## src/rtl/blc_pkg.sv

```systemverilog
package blc_pkg;
  typedef enum logic [1:0] {
    SYM_SPACE = 2'd0,
    SYM_MARK  = 2'd1,
    SYM_BAL   = 2'd2,
    SYM_VIO   = 2'd3
  } sym_e;
endpackage

```

## src/rtl/blc_encoder.sv

```systemverilog
module blc_encoder
  import blc_pkg::*;
#(
  parameter int RUN = 4
) (
  input  logic clk,
  input  logic rst_n,
  input  logic cfg_ami,
  input  logic cfg_nrz,
  input  logic bit_en,
  input  logic bit_in,
  output logic pos_o,
  output logic neg_o
);
  sym_e pipe_q [RUN];
  sym_e pipe_d [RUN];
  sym_e head;
  logic odd_q, odd_d;
  logic last_q, last_d;
  logic pos_q, pos_d, neg_q, neg_d;
  logic zero_run, do_sub;

  always_comb begin
    zero_run = 1'b1;
    for (int i = 0; i < RUN - 1; i++) begin
      if (pipe_q[i] != SYM_SPACE) zero_run = 1'b0;
    end
    do_sub = !cfg_nrz && !cfg_ami && !bit_in && zero_run;
    head   = pipe_q[RUN-1];
    pipe_d = pipe_q;
    odd_d  = odd_q;
    last_d = last_q;
    pos_d  = pos_q;
    neg_d  = neg_q;
    if (bit_en) begin
      pipe_d[0] = bit_in ? SYM_MARK : SYM_SPACE;
      for (int i = 1; i < RUN; i++) pipe_d[i] = pipe_q[i-1];
      odd_d = odd_q ^ bit_in;
      if (do_sub) begin
        pipe_d[0]     = SYM_VIO;
        pipe_d[RUN-1] = odd_q ? SYM_SPACE : SYM_BAL;
        odd_d         = 1'b0;
      end
      if (cfg_nrz) begin
        pos_d = (head != SYM_SPACE);
        neg_d = 1'b0;
      end else begin
        case (head)
          SYM_SPACE: begin pos_d = 1'b0;    neg_d = 1'b0;   end
          SYM_VIO:   begin pos_d = last_q;  neg_d = !last_q; end
          default:   begin pos_d = !last_q; neg_d = last_q; last_d = !last_q; end
        endcase
      end
    end
  end

  always_ff @(posedge clk or negedge rst_n) begin
    if (!rst_n) begin
      for (int i = 0; i < RUN; i++) pipe_q[i] <= SYM_SPACE;
      odd_q  <= 1'b0;
      last_q <= 1'b0;
      pos_q  <= 1'b0;
      neg_q  <= 1'b0;
    end else begin
      pipe_q <= pipe_d;
      odd_q  <= odd_d;
      last_q <= last_d;
      pos_q  <= pos_d;
      neg_q  <= neg_d;
    end
  end

  assign pos_o = pos_q;
  assign neg_o = neg_q;

  AST_TX_RAILS_EXCL: assert property (@(posedge clk) disable iff (!rst_n)
    !(pos_q && neg_q));
  AST_NRZ_NEG_LOW: assert property (@(posedge clk) disable iff (!rst_n)
    (bit_en && cfg_nrz) |=> !neg_q);
  AST_TX_HOLD: assert property (@(posedge clk) disable iff (!rst_n)
    !bit_en |=> ($stable(pos_q) && $stable(neg_q)));
endmodule

```

## src/rtl/blc_decoder.sv

```systemverilog
module blc_decoder #(
  parameter int RUN = 4
) (
  input  logic clk,
  input  logic rst_n,
  input  logic cfg_ami,
  input  logic cfg_nrz,
  input  logic sym_en,
  input  logic pos_i,
  input  logic neg_i,
  output logic data_o,
  output logic lcv_o
);
  logic [RUN-1:0] bits_q, bits_d;
  logic last_q, last_d, seen_q, seen_d;
  logic data_q, data_d, lcv_q, lcv_d;
  logic both, pulse, repeat_pol, quiet, sub_hit;

  always_comb begin
    both       = pos_i & neg_i;
    pulse      = pos_i ^ neg_i;
    repeat_pol = pulse && seen_q && (pos_i == last_q);
    quiet      = 1'b1;
    for (int i = 0; i < RUN - 2; i++) begin
      if (bits_q[i]) quiet = 1'b0;
    end
    sub_hit = !cfg_nrz && !cfg_ami && repeat_pol && quiet;
    bits_d  = bits_q;
    last_d  = last_q;
    seen_d  = seen_q;
    data_d  = data_q;
    lcv_d   = 1'b0;
    if (sym_en) begin
      data_d = bits_q[RUN-1];
      if (cfg_nrz) begin
        bits_d = {bits_q[RUN-2:0], pos_i};
        lcv_d  = neg_i;
      end else begin
        bits_d = {bits_q[RUN-2:0], pos_i | neg_i};
        lcv_d  = both || (repeat_pol && !sub_hit);
        if (sub_hit) bits_d = '0;
        if (pulse) begin
          last_d = pos_i;
          seen_d = 1'b1;
        end
      end
    end
  end

  always_ff @(posedge clk or negedge rst_n) begin
    if (!rst_n) begin
      bits_q <= '0;
      last_q <= 1'b0;
      seen_q <= 1'b0;
      data_q <= 1'b0;
      lcv_q  <= 1'b0;
    end else begin
      bits_q <= bits_d;
      last_q <= last_d;
      seen_q <= seen_d;
      data_q <= data_d;
      lcv_q  <= lcv_d;
    end
  end

  assign data_o = data_q;
  assign lcv_o  = lcv_q;

  AST_BOTH_RAILS_LCV: assert property (@(posedge clk) disable iff (!rst_n)
    (sym_en && !cfg_nrz && pos_i && neg_i) |=> lcv_q);
  AST_LCV_NEEDS_EN: assert property (@(posedge clk) disable iff (!rst_n)
    lcv_q |-> $past(sym_en));
  AST_FIRST_PULSE_CLEAN: assert property (@(posedge clk) disable iff (!rst_n)
    (sym_en && !cfg_nrz && !seen_q && (pos_i ^ neg_i)) |=> !lcv_q);
  AST_NRZ_LCV_PASS: assert property (@(posedge clk) disable iff (!rst_n)
    (sym_en && cfg_nrz) |=> (lcv_q == $past(neg_i)));
  AST_RX_HOLD: assert property (@(posedge clk) disable iff (!rst_n)
    !sym_en |=> $stable(data_q));
endmodule

```

## src/rtl/bipolar_line_codec.sv

```systemverilog
module bipolar_line_codec #(
  parameter bit HDB3 = 1'b1
) (
  input  logic clk,
  input  logic rst_n,
  input  logic cfg_tx_ami,
  input  logic cfg_rx_ami,
  input  logic cfg_nrz,
  input  logic tx_en,
  input  logic tx_data,
  output logic tx_pos,
  output logic tx_neg,
  input  logic rx_en,
  input  logic rx_pos,
  input  logic rx_neg,
  output logic rx_data,
  output logic rx_lcv_inc
);
  localparam int RUN = HDB3 ? 4 : 3;

  logic [1:0] rsync_q;
  logic       core_rst_n;

  always_ff @(posedge clk or negedge rst_n) begin
    if (!rst_n) rsync_q <= 2'b00;
    else        rsync_q <= {rsync_q[0], 1'b1};
  end
  assign core_rst_n = rsync_q[1];

  blc_encoder #(.RUN(RUN)) u_enc (
    .clk    (clk),
    .rst_n  (core_rst_n),
    .cfg_ami(cfg_tx_ami),
    .cfg_nrz(cfg_nrz),
    .bit_en (tx_en),
    .bit_in (tx_data),
    .pos_o  (tx_pos),
    .neg_o  (tx_neg)
  );

  blc_decoder #(.RUN(RUN)) u_dec (
    .clk    (clk),
    .rst_n  (core_rst_n),
    .cfg_ami(cfg_rx_ami),
    .cfg_nrz(cfg_nrz),
    .sym_en (rx_en),
    .pos_i  (rx_pos),
    .neg_i  (rx_neg),
    .data_o (rx_data),
    .lcv_o  (rx_lcv_inc)
  );
endmodule

```

## config.mk

```make
export PLATFORM = sky130hd
export DESIGN_NAME = bipolar_line_codec
export DESIGN_NICKNAME = d
export VERILOG_FILES = /design/src/rtl/blc_pkg.sv /design/src/rtl/blc_encoder.sv /design/src/rtl/blc_decoder.sv /design/src/rtl/bipolar_line_codec.sv
export SDC_FILE = /design/constraint.sdc
export NUM_CORES = 1
export LEC_CHECK = 0
export BUFFER_PORTS_ARGS = -buffer_cell sky130_fd_sc_hd__buf_2
export CAP_MARGIN = 20
export CORE_MARGIN = 2
export CORE_UTILIZATION = 54
export CTS_CLUSTER_SIZE = 25
export DETAILED_ROUTE_END_ITERATION = 8
export GPL_TIMING_DRIVEN = 1
export PLACE_DENSITY = 0.86
export RECOVER_POWER = 50
export SYNTH_ARGS = -nofsm -noshare
export SYNTH_HDL_FRONTEND = slang
export SYNTH_SLANG_ARGS = --single-unit
```

## constraint.sdc

```tcl
create_clock -name clk -period 0.8 [get_ports clk]
set_input_delay 0 -clock clk [delete_from_list [all_inputs] [get_ports clk]]
set_output_delay 0 -clock clk [all_outputs]
set_load 0.005 [all_outputs]
```

* After elaboration in Yosys (flattened, before gate mapping)
Cells that the tools add are included.
** Storage, ports and cells
- Flip-flop bits (word level) :: 22
- Bits in latches :: 0
- RAM bits :: 0
- Bits in read-only memories :: 0
- Output and inout bits :: 4
- Word-level logic and storage cells :: 64
- Memories kept :: 0
** Cells by class
- Add/sub/neg operators :: 0
- Multipliers :: 0
- Div/mod/pow operators :: 0
- $lt $le $gt $ge :: 0
- Equal/unequal tests :: 2
- Shifts and indexed selects :: 0
- Multiplexer cells :: 18
- Bitwise logic cells :: 6
- Reductions and logical operators :: 24
** Operators with widths (number)
- 1-bit two-way mux :: 11
- 1-bit logical AND :: 9
- 4-bit two-way mux :: 2
- 2-bit nonzero test :: 4
- 1-bit logical NOT :: 6
- 2-bit two-way mux :: 3
- 3-bit AND reduction :: 2
- 1-bit one-hot mux with 2 select lines :: 2
- 2-bit equality test, second input constant :: 1
- 2-bit logical NOT :: 1
- 1-bit NOT :: 2
- 2-bit OR reduction :: 1
- 1-bit bitwise XOR :: 2
- 1-bit bitwise AND :: 1
- 1-bit equality test :: 1
- 1-bit logical OR :: 1
- 1-bit OR :: 1

* Longest topological paths before layout
- Word-level depth :: 10
- Depth in mapped cells :: 5

* Hierarchy
A second synthesis with hierarchy kept.
** Second synthesis, totals
- Cells, all modules :: 86
- Area, all modules :: 1016.0 µm²
** Modules (own cells, without submodules)
- blc_encoder :: instances 1, cells an instance 49, area an instance 566.8 µm², seq. area each 300.3 µm²
- blc_decoder :: instances 1, cells an instance 34, area an instance 395.4 µm², seq. area each 200.2 µm²
- bipolar_line_codec :: instances 1, cells an instance 3, area an instance 53.8 µm², seq. area each 50.0 µm²

* Least setup slack after synthesis
OpenSTA, ideal clock, no wires.
- Path kind :: reg2reg
- From :: register u_enc.pipe_q, in the netlist u_enc.head[0]
- To :: register u_enc.pos_q (netlist: u_enc.pos_o)
- Setup time :: 0.139 ns
- Data arrival time :: 1.228 ns
- Slack :: -0.568 ns
- Stages on the path, launching flop included :: 6
- Clock period less this slack :: 1.368 ns
- Cell sequence :: dfrtp_1 > inv_1 > ha_1 > and3b_1 > o311ai_0 > o21ai_0
** On the way
- Cells in the longest elaborated chain, start to end :: 3
** RTL lines
- start: declaration :: line blc_encoder.sv:15 : sym_e pipe_q [RUN];
- start signal: assignment :: line blc_encoder.sv:65 : pipe_q <= pipe_d;
- 2-bit equality test or 2-bit logical NOT (tied branches) :: line blc_encoder.sv:48 : case (head)
- 1-bit one-hot mux with 2 select lines :: line blc_encoder.sv:48
- 1-bit two-way mux * :: line blc_encoder.sv:44 : if (cfg_nrz) begin
- end signal: assignment :: line blc_encoder.sv:68 : pos_q <= pos_d;
- end: declaration :: line blc_encoder.sv:20 : logic pos_q, pos_d, neg_q, neg_d;
Mark *: on every way between the ends. The rest lies on a longest branch, timed or not.
A chain may end at the register's enable or synchronous reset.

* Worst setup path in the final report
- From :: register u_enc.pipe_q, in the netlist u_enc.head[1]
- To :: register u_enc.pos_q (netlist: u_enc.pos_o)
Same word-level chain as after synthesis.

==> results.md <==
- Status: finished with violations
- Failing checks: negative setup slack
- Die width: 47.2 um
- Max IR drop VDD: 1.99 mV
- Total routed wirelength: 2480 um
- Commonest cells after routing, fill and taps aside: dfrtp_1 (22), buf_2 (13), buf_4 (13)
- Worst setup SP type: register
- Clock root buffer: clkbuf_4
- Crit-path cells: inv_2, ha_4, and3b_1, o311ai_2, o21ai_1
- Number of diodes: 0
- Final Setup Violations: 20
- Dpl hpwl: 1420 um
- WL per Instance: 16.2 um
- Most used DFF post-synth: dfrtp_1
- Yosys top cell by area: dfrtp_1
- Endpoints failing hold: 0
- Final setup TNS: -4.73 ns
- Final net count: 143
- H-tree Lvls: 1
- RSZ-0062 raised after global routing: true
- Final Cycle Share: 164%
- Design Power: 3.21 mW
- I/O pin total: 14
- Hold Path Class: primary input to register
- Core area: 1750 um2
- Avg Vias per Cell: 5.20
- Mapped Avg Cell Area: 11.6 um2
- Final slew viol count: 0
- Initial core utilization: 57.8%
- Post-synth top area share: 54.6%
- Total die area: 2230 um2
- Cell leakage power: 0.715 nW
- Gate Count Post-Synth: 87
- Largest family of logic cells by synthesized area: simple AND/OR/NAND/NOR gates
- Reg clk slew, reported paths: 0.13 ns
- Via Count: 795
- Synth Area in Simple Gates: 16.1%
- Number of distinct library cells after synthesis: 27
- DR DRC count: 0
- Total GRT Usage: 21.4%
- Fill cells: 87
- CP endpoint kind: register
- CTS tree: built
- CP max-delay cell: dfrtp_1
- Critical Path RT: 1.00 ns
- Drt pass-1 iters: 4
- Clock sink count: 22
- CP arrival: 1.51 ns
- Adder-Cell Fraction of Synth Area: 4.96%
- Total nets after synthesis: 101
- Port bufs: 13
- Max Cap Viol: 0
- Gpl congestion: 0.748
- Clock Skew: 0.00737 ns
- Synth Area in Compound Gates: 6.95%
- Core Util, Final: 86.1%
- Worst rel slew slack: 66.6%
- Worst setup path category: register to register
- Ranking of synthesized cells by area: dfrtp_1 (55%), mux2_2 (8.9%), ha_1 (5.0%), inv_1 (3.3%), o21ai_0 (3.0%)
- Clock Latency Late Sink: 0.30 ns
- Final hold slack: 0.0327 ns
- Minimum clock period: 1.31 ns
- Mux share of post-synthesis cell area: 8.93%
- Synth warn: 0
- Number of global-route vias before repair: 798
- Worst slew pin tran: 0.501 ns
- Worst path max stage delay: 0.41 ns
- Initial antenna violation count: 0
- # rows: 15
- Ys async rst share: 100%
- ANT nets after route: 0
- PwrDens: 2130 nW/um2
- Num CTS Buffers: 3
- Sequential share of the synthesized area: 54.6%
- Global-route wire length before repair: 3280 um
- Crit path buffers/inverters: 1
- Worst-path maximum fanout: 3
- EDFF count, synth: 0
- DRT iter0 DRCs: 8
- Yosys reg bits: 22
- Most common cell after layout, fill and taps aside: dfrtp_1
- FMAX: 763 MHz
- Die height: 47.2 um
- XOR/XNOR Fraction of Synth Area: 2.61%
- Buffer depth of the longest clock path: 2
- Area Growth Syn to Fin: 49.0%
- Critical path's top delay family: flip-flops
- Post-route worst setup slack: -0.511 ns
- Post-synth design cell area: 1010 um2
- GRT overflow: 0
- Largest net degree at the start of global routing: 21
- Layout cell share with drive strength beyond 1: 53.9%
-- Yosys cell counts (2+ instances only) --
cell,instances
and2_1,3
nand2_1,8
o22ai_1,2
ha_1,4
buf_2,2
inv_1,9
nor4_1,2
xnor2_1,2
nor2b_1,2
o21ai_0,6
dfrtp_1,22
nand3_1,2
nand2b_1,2
mux2_2,8
-- cell type report --
type	count	area [um2]	share of cell area [%]
clock inverter	1	30.0	2.00
timing repair buffer	40	309	20.6
sequential	22	551	36.6
multi-input combinational	53	523	34.8
clock buffer	3	22.5	1.50
tap	25	31.3	2.08
inverter	9	36.3	2.41
-- registers in the layout (all words and copies together) (netlist names), 2 cells and up --
signal / cells
u_enc.pipe_q: 6
u_dec.bits_q: 4
u_enc.head: 2
rsync_q: 2
-- cell families after synthesis --
group	count (synthesis)
compound gates	11
xor+xnor	3
fa+ha+maj	4
buf+inv	12
flops	22
mux	8
other cells	1
simple gates	26
-- per-layer routing --
metal	routed length [um]	vias to the layer above	track usage, %
met3	68	6	2.31
met4	57	0	10.0
met5	0	-	0
li1	-	378	-
met1	956	391	25.9
met2	1400	20	37.8
-- metrics by stage --
stage	instances	area, um2	worst slack [ns]
floorplan	87	1040	-0.429
global placement	143	1270	-0.437
detailed placement	143	1270	-0.542
CTS	152	1410	-0.567
global route	153	1500	-0.600
finish	153	1500	-0.511
-- worst min-delay path, cell delays in order --
cell	delay, ns
buf_2	0.08
nor4_2	0.04
nand3_2	0.12
nand3_2	0.07
-- power breakdown --
part	switching [mW]	internal [mW]	leakage, nW
logic	0.382	0.531	0.416
clock network	0.340	0.506	0.0279
registers	0.155	1.29	0.272
-- worst paths after layout --
path	from	endpoint	slack (ns)	cells after the start
max	u_enc.head[1]	u_enc.pos_o	-0.51	5
min	cfg_tx_ami	u_enc.pipe_q[6]	0.03	4
max reg2reg	u_enc.head[1]	u_enc.pos_o	-0.51	5
min reg2reg	rsync_q[1]	u_enc.pipe_q[2]	0.29	1
max in group asynchronous	rsync_q[1]	u_dec.bits_q[2]	0.16	1
min in group asynchronous	rsync_q[1]	u_enc.pipe_q[2]	0.29	1
-- what timing repair did --
item | in CTS | in global routing
pin swaps | 2 | 2
buffers inserted | 2 | 3
gates cloned | 0 | 0
gates resized for setup | 10 | 19
endpoints found under the setup margin | 20 | 21
hold endpoints to repair | 4 | 0
hold buffers | 4 | 0
No activity file was read; power rests on OpenSTA's default activity.
